**config.mk**
```make
export PLATFORM = sky130hd
export DESIGN_NAME = dmw_xlate_top
export DESIGN_NICKNAME = d
export VERILOG_FILES = /design/src/rtl/dmw_pkg.sv /design/src/rtl/dmw_window_match.sv /design/src/rtl/dmw_prio_select.sv /design/src/rtl/dmw_canon_check.sv /design/src/rtl/dmw_xlate_top.sv
export SDC_FILE = /design/constraint.sdc
export NUM_CORES = 1
export LEC_CHECK = 0
export ABC_AREA = 0
export BUFFER_PORTS_ARGS = -buffer_cell sky130_fd_sc_hd__buf_2
export CAP_MARGIN = 20
export CORE_AREA = 2 2 152 154
export CTS_BUF_LIST = sky130_fd_sc_hd__clkbuf_2
export DETAILED_ROUTE_END_ITERATION = 16
export DIE_AREA = 0 0 154 156
export PLACE_DENSITY = 0.46
export SYNTH_ARGS = -nofsm -noshare
export SYNTH_HDL_FRONTEND = slang
export SYNTH_SLANG_ARGS = --single-unit
```
**constraint.sdc**
```tcl
create_clock -name clk -period 0.8 [get_ports clk]
set_clock_uncertainty 0.05 [all_clocks]
set_input_delay 0.12 -clock clk [delete_from_list [all_inputs] [get_ports clk]]
set_output_delay 0.12 -clock clk [all_outputs]
set_load 0.05 [all_outputs]
```
**src/rtl/dmw_pkg.sv**
```systemverilog
`timescale 1ns/1ps
package dmw_pkg;

  localparam int unsigned ADDR_W      = 64;
  localparam int unsigned CFG_W       = 64;
  localparam int unsigned KEN_BIT     = 0;   // kernel enable in window word
  localparam int unsigned UEN_BIT     = 3;   // user enable in window word
  localparam int unsigned SEG64_LSB   = 60;
  localparam int unsigned SEG32_LSB   = 29;
  localparam int unsigned PSEG32_LSB  = 25;
  localparam int unsigned SEG64_W     = 4;
  localparam int unsigned SEG32_W     = 3;
  localparam int unsigned CANON_W     = 16;

  typedef enum logic [1:0] {
    XL_FWD = 2'b00,
    XL_HIT = 2'b01,
    XL_BAD = 2'b10
  } xl_res_e;

  typedef logic [ADDR_W-1:0] addr_t;
  typedef logic [CFG_W-1:0]  wcfg_t;
  typedef logic [2:0]        perm_t;

  localparam perm_t PERM_RWX  = 3'b111;
  localparam perm_t PERM_NONE = 3'b000;

  // Low-bit mask of the given width.
  function automatic addr_t low_mask(input int unsigned w);
    addr_t m;
    m = '0;
    for (int unsigned b = 0; b < ADDR_W; b++) begin
      if (b < w) m[b] = 1'b1;
    end
    return m;
  endfunction

  // Segment of an address, in the format the mode selects.
  function automatic logic [SEG64_W-1:0] va_segment(input addr_t v, input logic m64);
    logic [SEG64_W-1:0] s;
    if (m64) s = v[SEG64_LSB +: SEG64_W];
    else     s = {1'b0, v[SEG32_LSB +: SEG32_W]};
    return s;
  endfunction

  // Virtual segment held in a window word.
  function automatic logic [SEG64_W-1:0] cfg_segment(input wcfg_t c, input logic m64);
    logic [SEG64_W-1:0] s;
    if (m64) s = c[SEG64_LSB +: SEG64_W];
    else     s = {1'b0, c[SEG32_LSB +: SEG32_W]};
    return s;
  endfunction

  // Privilege enable of a window word.
  function automatic logic cfg_allows(input wcfg_t c, input logic user);
    return user ? c[UEN_BIT] : c[KEN_BIT];
  endfunction

  // Physical address produced by a window hit.
  function automatic addr_t window_pa(input addr_t v, input wcfg_t c,
                                      input logic m64, input addr_t vmask);
    addr_t p;
    if (m64) begin
      p = v & vmask;
    end else begin
      p = '0;
      p[SEG32_LSB-1:0] = v[SEG32_LSB-1:0];
      p[SEG32_LSB +: SEG32_W] = c[PSEG32_LSB +: SEG32_W];
    end
    return p;
  endfunction

  // Sign-extension test of the bits above the virtual space.
  function automatic logic upper_canonical(input addr_t v, input int unsigned vw);
    logic [CANON_W-1:0] hi;
    hi = CANON_W'(v >> vw);
    return (hi == '0) || (hi == '1);
  endfunction

endpackage

```
**src/rtl/dmw_window_match.sv**
```systemverilog
`timescale 1ns/1ps
module dmw_window_match
  import dmw_pkg::*;
#(
  parameter int unsigned VIRT_W = 48
) (
  input  addr_t va,
  input  wcfg_t cfg,
  input  logic  mode64,
  input  logic  priv_user,
  output logic  hit,
  output addr_t hit_pa
);
  localparam addr_t VMASK = low_mask(VIRT_W);

  logic seg_eq;
  logic priv_ok;

  always_comb begin
    seg_eq  = (va_segment(va, mode64) == cfg_segment(cfg, mode64));
    priv_ok = cfg_allows(cfg, priv_user);
    hit     = seg_eq & priv_ok;
    hit_pa  = window_pa(va, cfg, mode64, VMASK);
  end
endmodule

```
**src/rtl/dmw_prio_select.sv**
```systemverilog
`timescale 1ns/1ps
module dmw_prio_select
  import dmw_pkg::*;
#(
  parameter int unsigned NUM_WIN = 4
) (
  input  logic [NUM_WIN-1:0]        hit_vec,
  input  logic [NUM_WIN-1:0][63:0]  pa_vec,
  output logic                      any_hit,
  output logic [NUM_WIN-1:0]        sel_onehot,
  output addr_t                     sel_pa
);
  always_comb begin
    logic taken;
    taken      = 1'b0;
    sel_onehot = '0;
    sel_pa     = '0;
    for (int i = 0; i < int'(NUM_WIN); i++) begin
      if (hit_vec[i] && !taken) begin
        taken         = 1'b1;
        sel_onehot[i] = 1'b1;
        sel_pa        = pa_vec[i];
      end
    end
    any_hit = taken;
  end
endmodule

```
**src/rtl/dmw_canon_check.sv**
```systemverilog
`timescale 1ns/1ps
module dmw_canon_check
  import dmw_pkg::*;
#(
  parameter int unsigned VIRT_W = 48
) (
  input  addr_t va,
  output logic  canon_ok
);
  always_comb canon_ok = upper_canonical(va, VIRT_W);
endmodule

```
**src/rtl/dmw_xlate_top.sv**
```systemverilog
`timescale 1ns/1ps
module dmw_xlate_top
  import dmw_pkg::*;
#(
  parameter int unsigned NUM_WIN = 4,
  parameter int unsigned VIRT_W  = 48,
  parameter int unsigned PHYS_W  = 48,
  parameter bit          OUT_REG = 1'b1
) (
  input  logic                 clk,
  input  logic                 rst_n,
  input  logic [63:0]          va,
  input  logic                 priv_user,
  input  logic                 mode64,
  input  logic                 direct_en,
  input  logic                 paging_en,
  input  logic [NUM_WIN*64-1:0] win_cfg,
  output logic [63:0]          pa,
  output logic [2:0]           perm,
  output logic [1:0]           result
);
  localparam addr_t PMASK = low_mask(PHYS_W);

  // Named internal events, observed by the bound checker.
  logic                      direct_take;
  logic [NUM_WIN-1:0]        hit_vec;
  logic [NUM_WIN-1:0][63:0]  pa_vec;
  logic                      any_hit;
  logic [NUM_WIN-1:0]        sel_onehot;
  addr_t                     sel_pa;
  logic                      canon_ok;
  addr_t                     nxt_pa;
  perm_t                     nxt_perm;
  xl_res_e                   nxt_result;

  assign direct_take = direct_en & ~paging_en;

  for (genvar g = 0; g < int'(NUM_WIN); g++) begin : g_win
    dmw_window_match #(.VIRT_W(VIRT_W)) u_match (
      .va        (va),
      .cfg       (win_cfg[g*64 +: 64]),
      .mode64    (mode64),
      .priv_user (priv_user),
      .hit       (hit_vec[g]),
      .hit_pa    (pa_vec[g])
    );
  end

  dmw_prio_select #(.NUM_WIN(NUM_WIN)) u_prio (
    .hit_vec    (hit_vec),
    .pa_vec     (pa_vec),
    .any_hit    (any_hit),
    .sel_onehot (sel_onehot),
    .sel_pa     (sel_pa)
  );

  dmw_canon_check #(.VIRT_W(VIRT_W)) u_canon (
    .va       (va),
    .canon_ok (canon_ok)
  );

  always_comb begin
    nxt_pa     = '0;
    nxt_perm   = PERM_NONE;
    nxt_result = XL_FWD;
    if (direct_take) begin
      nxt_pa     = va & PMASK;
      nxt_perm   = PERM_RWX;
      nxt_result = XL_HIT;
    end else if (any_hit) begin
      nxt_pa     = sel_pa;
      nxt_perm   = PERM_RWX;
      nxt_result = XL_HIT;
    end else if (!canon_ok) begin
      nxt_result = XL_BAD;
    end
  end

  if (OUT_REG) begin : g_reg
    always_ff @(posedge clk or negedge rst_n) begin
      if (!rst_n) begin
        pa     <= '0;
        perm   <= '0;
        result <= '0;
      end else begin
        pa     <= nxt_pa;
        perm   <= nxt_perm;
        result <= nxt_result;
      end
    end
  end else begin : g_comb
    always_comb begin
      pa     = nxt_pa;
      perm   = nxt_perm;
      result = nxt_result;
    end
  end
endmodule

```
==> impl_metrics.json, run 1 <==
{
  "status": "finished, violations left",
  "violations": "negative hold slack, negative setup slack",
  "dr_total_vias": 2727,
  "setup_ws_ns": -0.552,
  "place.gp.congestion": 0.743,
  "drive_gt1_share_pct": 59.3,
  "worstSetupEndpoint": "pa[24]",
  "place_ws_ns": -1.12,
  "die_h_um": 156,
  "antenna_found_initial": 0,
  "hpwl_mm": 7.54,
  "met2WireLength_mm": 5.29,
  "antenna_cells": 0,
  "cts_sinks": 50,
  "grt_pass1_wl_mm": 15.4,
  "grt.overflow.total": 0,
  "synth_top_family_by_area": "simple AND/OR/NAND/NOR gates",
  "routed.top_layer": "met4",
  "stdcell_count": 781,
  "crit_path_start_kind": "input port",
  "die_w_um": 154,
  "viasPerCell": 3.49,
  "syn_avg_cell_area_sq_um": 10.7,
  "wire_per_inst_um": 13.2,
  "clockBufferDepth": 2,
  "final_core_util_pct": 24.4,
  "required_ns": 1.12,
  "cp-end-kind": "flop",
  "cts_tree": "yes",
  "io_pins": 395,
  "synth_area_leader_cell": "dfrtp_1",
  "setup_viol": 103,
  "drtAntennaViolNets": 0,
  "synth_compound_area_share_pct": 8.43,
  "finalCritPeriodShare_pct": 169,
  "synthMuxAreaShare_pct": 2.00,
  "htreeDepth": 2,
  "wl_met3_um": 678,
  "synthCells": 239,
  "ys_seq_area_share_pct": 48.7,
  "timing_worst_setup_path_type": "in2reg",
  "report.final.slew_viol_count": 0,
  "hold_slack_ns": -0.0281,
  "fmax_mhz": 740,
  "start_util_pct": 11.5,
  "period_needed_ns": 1.35,
  "yosys.area_share.xor_xnor_pct": 9.21,
  "cts_hold_buffers": 50,
  "nets": 821,
  "die_area_sq_um": 24000,
  "cts_buffers": 5,
  "cap_violations": 0,
  "crit_path_top_delay_cell": "mux2_4",
  "arrival_ns": 1.68,
  "crit_cells": 9,
  "drt-initial-drc-count": 88,
  "clk_pin_slew_ns": 0.27,
  "synth_edf_count": 0,
  "synth-simple-area-share_pct": 21.6,
  "firstDrtPassIters": 4,
  "wl_met1_mm": 4.20,
  "cts_root_buf": "clkbuf_2",
  "yosys-top-cells-area": "dfrtp_1 49%, xnor2_1 9.2%, nor2b_1 7.6%",
  "grt_max_degree": 51,
  "synth_fa_ha_area_share_pct": 0,
  "p_leak_nw": 2.57,
  "p_per_area_nw_per_um2": 1440,
  "grt_pass1_vias": 2792,
  "crit_family": "simple AND/OR/NAND/NOR gates",
  "slowest_delay_ns": 0.31,
  "synth_cell_types": 43,
  "yosysWarnings": 0,
  "n_fill_cell": 2375,
  "cp.buffers_inverters": 3,
  "holdCritPathClass": "in2reg",
  "syn2layout_area_growth_pct": 112,
  "cp-startpoint": "priv_user",
  "path_cells": "buf_12, mux2_4, nand4_1, o22ai_4, nor4_4, and2_4, buf_12, buf_8, nor2b_1",
  "hold_violations": 1,
  "wl_mm": 10.3,
  "io_buffers": 170,
  "peakVddDrop_uv": 542,
  "cp_max_fo": 5,
  "grt_usage_pct": 8.29,
  "std_cell_rows": 55,
  "coreArea_sq_um": 22400,
  "syn_area_sq_um": 2570,
  "rsz0062_at_grt": "yes",
  "post-route-drc-count": 0,
  "postSynth.asyncResetShare_pct": 100,
  "synth_top_area_share_pct": 48.7,
  "ys_dominant_reg_cell": "dfrtp_1",
  "dp.cells": 710,
  "synth_seq_cells": 50,
  "crit_top_cell": "buf_12"
}
-- report_power, final --
| part | internal [W] | switching (W) | total (W) |
|---|---|---|---|
| sequential | 0.00276 | 0.000128 | 0.00289 |
| combinational | 0.00179 | 0.00208 | 0.00386 |
| clock | 0.000216 | 0.000869 | 0.00109 |
| total | 0.00476 | 0.00307 | 0.00783 |
-- state kept, by name, summed over array words and instances, names as in the netlist --
signal,count
perm,1
result,1
pa,48
-- cells in the final DEF (no fill, tap or decap), types with 3 or more instances in the layout --
master / Yosys / routed
and2_1: 17 / 5
and2_4: 1 / 13
buf_12: 0 / 8
buf_2: 8 / 108
buf_4: 19 / 31
buf_6: 4 / 64
buf_8: 0 / 3
clkbuf_2: 0 / 5
conb_1: 1 / 16
dfrtp_1: 50 / 49
dlygate4sd3_1: 0 / 50
inv_1: 6 / 4
mux2i_4: 0 / 3
nand2_1: 4 / 4
nand3_1: 6 / 3
nand3_2: 0 / 3
nand4_1: 9 / 9
nor2_1: 4 / 4
nor2b_1: 31 / 15
nor2b_4: 0 / 16
nor4_1: 5 / 5
o21ai_0: 4 / 3
o22ai_4: 1 / 4
xnor2_1: 27 / 13
xnor2_2: 0 / 14
-- cell families (layout without fill, tap and decap cells) --
group           after synthesis  after routing
simple gates                 90             90
flops                        50             50
buf+inv                      38            280
compound gates               28             28
xor+xnor                     27             27
mux                           5              5
other cells                   1             16
-- per-stage QoR --
| step | instance area [sq um] | total power [W] | setup TNS [ns] |
|---|---|---|---|
| after global placement | 3960 | 0.00560 | -51.95 |
| after detailed placement | 3960 | 0.00560 | -53.60 |
| after global routing | 5450 | 0.00826 | -50.59 |
| after floorplan | 2760 | 0.00479 | -31.68 |
| after CTS | 5300 | 0.00778 | -46.75 |
| final | 5450 | 0.00783 | -45.66 |
-- synthesized netlist by cell type (all sizes together) (2+ instances only) --
library cell and n:
dfrtp 50, buf 31, nor2b 31, xnor2 27, and2 18, nand4 9, inv 6, nand3 6
nor4 6, o22ai 6, o21ai 5, mux2i 4, nand2 4, nor2 4, a211oi 3, nand2b 3
o22a 3, or2 3, a21oi 2, a31oi 2, nor3 2
-- worst min path at each step --
stage	cells past startpoint	to	startpoint	slack (ns)
after floorplan	0	pa[0]	rst_n	-0.23
after CTS	4	result[1]	va[57]	-0.07
final	4	result[1]	va[57]	-0.03
after global routing	4	result[1]	va[57]	-0.06
after global placement	2	pa[40]	rst_n	0.08
after detailed placement	2	pa[40]	rst_n	0.08
-- layout make-up --
cell class | count | area [sq um] | area share [%]
Timing Repair Buffer | 266 | 2250 | 41.3
Multi-Input combinational cell | 166 | 1520 | 27.9
Sequential cell | 50 | 1250 | 23.0
Tap cell | 285 | 357 | 6.54
Clock buffer | 5 | 25.0 | 0.459
Inverter | 6 | 22.5 | 0.413
Clock inverter | 3 | 21.3 | 0.390
-- per-layer routing --
| metal | GRT usage, % | up-vias |
|---|---|---|
| li1 | - | 1289 |
| met1 | 9.63 | 1290 |
| met2 | 15.4 | 141 |
| met3 | 1.75 | 7 |
| met4 | 2.09 | 0 |
| met5 | 0 | - |
-- worst min-delay path, delay by kind of cell --
kind                   cells  cell delay, ns
AND/OR/NAND/NOR            3            0.23
buffers and inverters      1            0.09
-- repair_timing --
action                     in CTS  in global routing
setup buffers                  10                  0
hold endpoints to repair       99                  1
setup endpoints to repair     103                103
resized for setup             171                 35
gates cloned                    3                  1
pin swaps                      21                  4
No activity file was read; power rests on OpenSTA's default activity.
==> run 2: changes to the inputs <==
PLACE_DENSITY = default   (was 0.46)
PLACE_DENSITY_LB_ADDON = 0.05   (was default)
REMOVE_ABC_BUFFERS = 1   (was default)
==> impl_metrics.json, run 2 (synthesis gave the netlist of run 1 again) <==
{
  "drt-initial-drc-count": 49,
  "holdCritPathClass": "in2reg",
  "grt_pass1_vias": 2802,
  "syn2layout_area_growth_pct": 109,
  "fin_area_sq_um": 5370,
  "met2WireLength_mm": 4.64,
  "place_area_sq_um": 3890,
  "rsz0062_at_grt": "yes",
  "cts_sinks": 50,
  "crit_path_start_kind": "input port",
  "hpwl_mm": 7.52,
  "status": "finished, violations left",
  "arrival_ns": 1.66,
  "std_cell_rows": 55,
  "firstDrtPassIters": 4,
  "grt.overflow.total": 0,
  "post-route-drc-count": 0,
  "hold_slack_ns": -0.0199,
  "antenna_cells": 0,
  "viasPerCell": 3.35,
  "p_total_w": 0.00834,
  "finalCritPeriodShare_pct": 167,
  "routed.top_layer": "met4",
  "setup_ws_ns": -0.536,
  "n_fill_cell": 2450,
  "io_buffers": 170,
  "top_register": "pa",
  "stdcell_count": 774,
  "start_util_pct": 11.5,
  "p_leak_nw": 2.51,
  "reg.largest.list": "pa x48, perm x1, result x1",
  "cts_root_buf": "clkbuf_2",
  "dr_total_vias": 2592,
  "coreArea_sq_um": 22400,
  "multi_input_area_sq_um": 1490,
  "setup_viol": 103,
  "drtAntennaViolNets": 0,
  "die_h_um": 156,
  "wl_met3_um": 738,
  "drive_gt1_share_pct": 57.9,
  "fmax_mhz": 749,
  "htreeDepth": 2,
  "cap_violations": 0,
  "period_needed_ns": 1.34,
  "grt_pass1_wl_mm": 15.7,
  "cp_max_fo": 3,
  "clk_pin_slew_ns": 0.27,
  "violations": "negative hold slack, negative setup slack",
  "wl_met1_mm": 4.32,
  "peakVddDrop_uv": 814,
  "nets": 814,
  "p_per_area_nw_per_um2": 1550,
  "cts_buffers": 5,
  "hold_violations": 1,
  "final_cell_mix": "112 x buf_2, 55 x buf_6, 49 x dfrtp_1",
  "seq_area_sq_um": 1250,
  "cp-end-kind": "flop",
  "cts_tree": "yes",
  "grt_max_degree": 51,
  "wire_per_inst_um": 12.7,
  "wl_mm": 9.83,
  "required_ns": 1.12,
  "final_common_cell": "buf_2",
  "io_pins": 395,
  "timing_worst_setup_path_type": "in2reg",
  "clockBufferDepth": 2,
  "die_w_um": 154,
  "die_area_sq_um": 24000,
  "antenna_found_initial": 0,
  "grt_usage_pct": 8.38,
  "place.gp.congestion": 0.691,
  "largest_reg_flops": 48,
  "report.final.slew_viol_count": 0,
  "place_ws_ns": -1.20,
  "dp.cells": 707
}
==> run 2: cell types whose count changed in the layout (fill, tap and decap cells not counted), sizes merged <==
cell,before,now
buf,215,209
bufinv,0,2
dlygate4sd3,50,48
clkbuf,6,7
clkinv,2,1
clkinvlp,1,0
==> run 2: metal layers <==
layer	vias up	GRT usage, %
li1	1267	-
met1	1184	10.7
met2	133	14.0
met3	8	2.19
met4	0	2.36
met5	-	0
==> run 2: power breakdown <==
group          switching (W)  internal [W]
registers           0.000123       0.00276
clock network       0.000879      0.000829
logic                0.00203       0.00171
==> run 2: what timing repair did <==
item,4_1_cts,5_1_grt
endpoints found under the setup margin,103,103
pin swaps,12,17
hold buffers,46,2
resized for setup,134,63
hold endpoints to repair,98,4
buffers inserted,9,3
gates cloned,3,0
==> run 2: path summary, 6_finish.rpt <==
kind	from	end	slack (ns)	cells past startpoint
min	va[54]	result[1]	-0.02	4
min in group asynchronous	rst_n	pa[19]	0.08	3
max	priv_user	pa[29]	-0.54	9
max in group asynchronous	rst_n	perm[1]	0.34	3
==> run 2: layout make-up <==
cell class	instances	area share, %
Clock buffer	5	0.466
Clock inverter	3	1.19
Tap cell	285	6.64
Inverter	6	0.419
Timing Repair Buffer	259	40.3
Sequential cell	50	23.3
Multi-Input combinational cell	166	27.6
==> run 2: worst max-delay path, cell delays in order <==
cell	delay [ns]
buf_12	0.11
buf_8	0.12
mux2_4	0.30
nand4_1	0.13
o22ai_4	0.11
buf_6	0.13
o211ai_1	0.25
a211oi_1	0.08
a211o_1	0.30
==> run 2: per-stage QoR <==
stage	util [%]	TNS (ns)
after floorplan	-	-36.52
after global placement	17.4	-56.41
after detailed placement	17.4	-57.49
after CTS	22.7	-49.25
after global routing	24.0	-50.75
final	24.0	-45.16
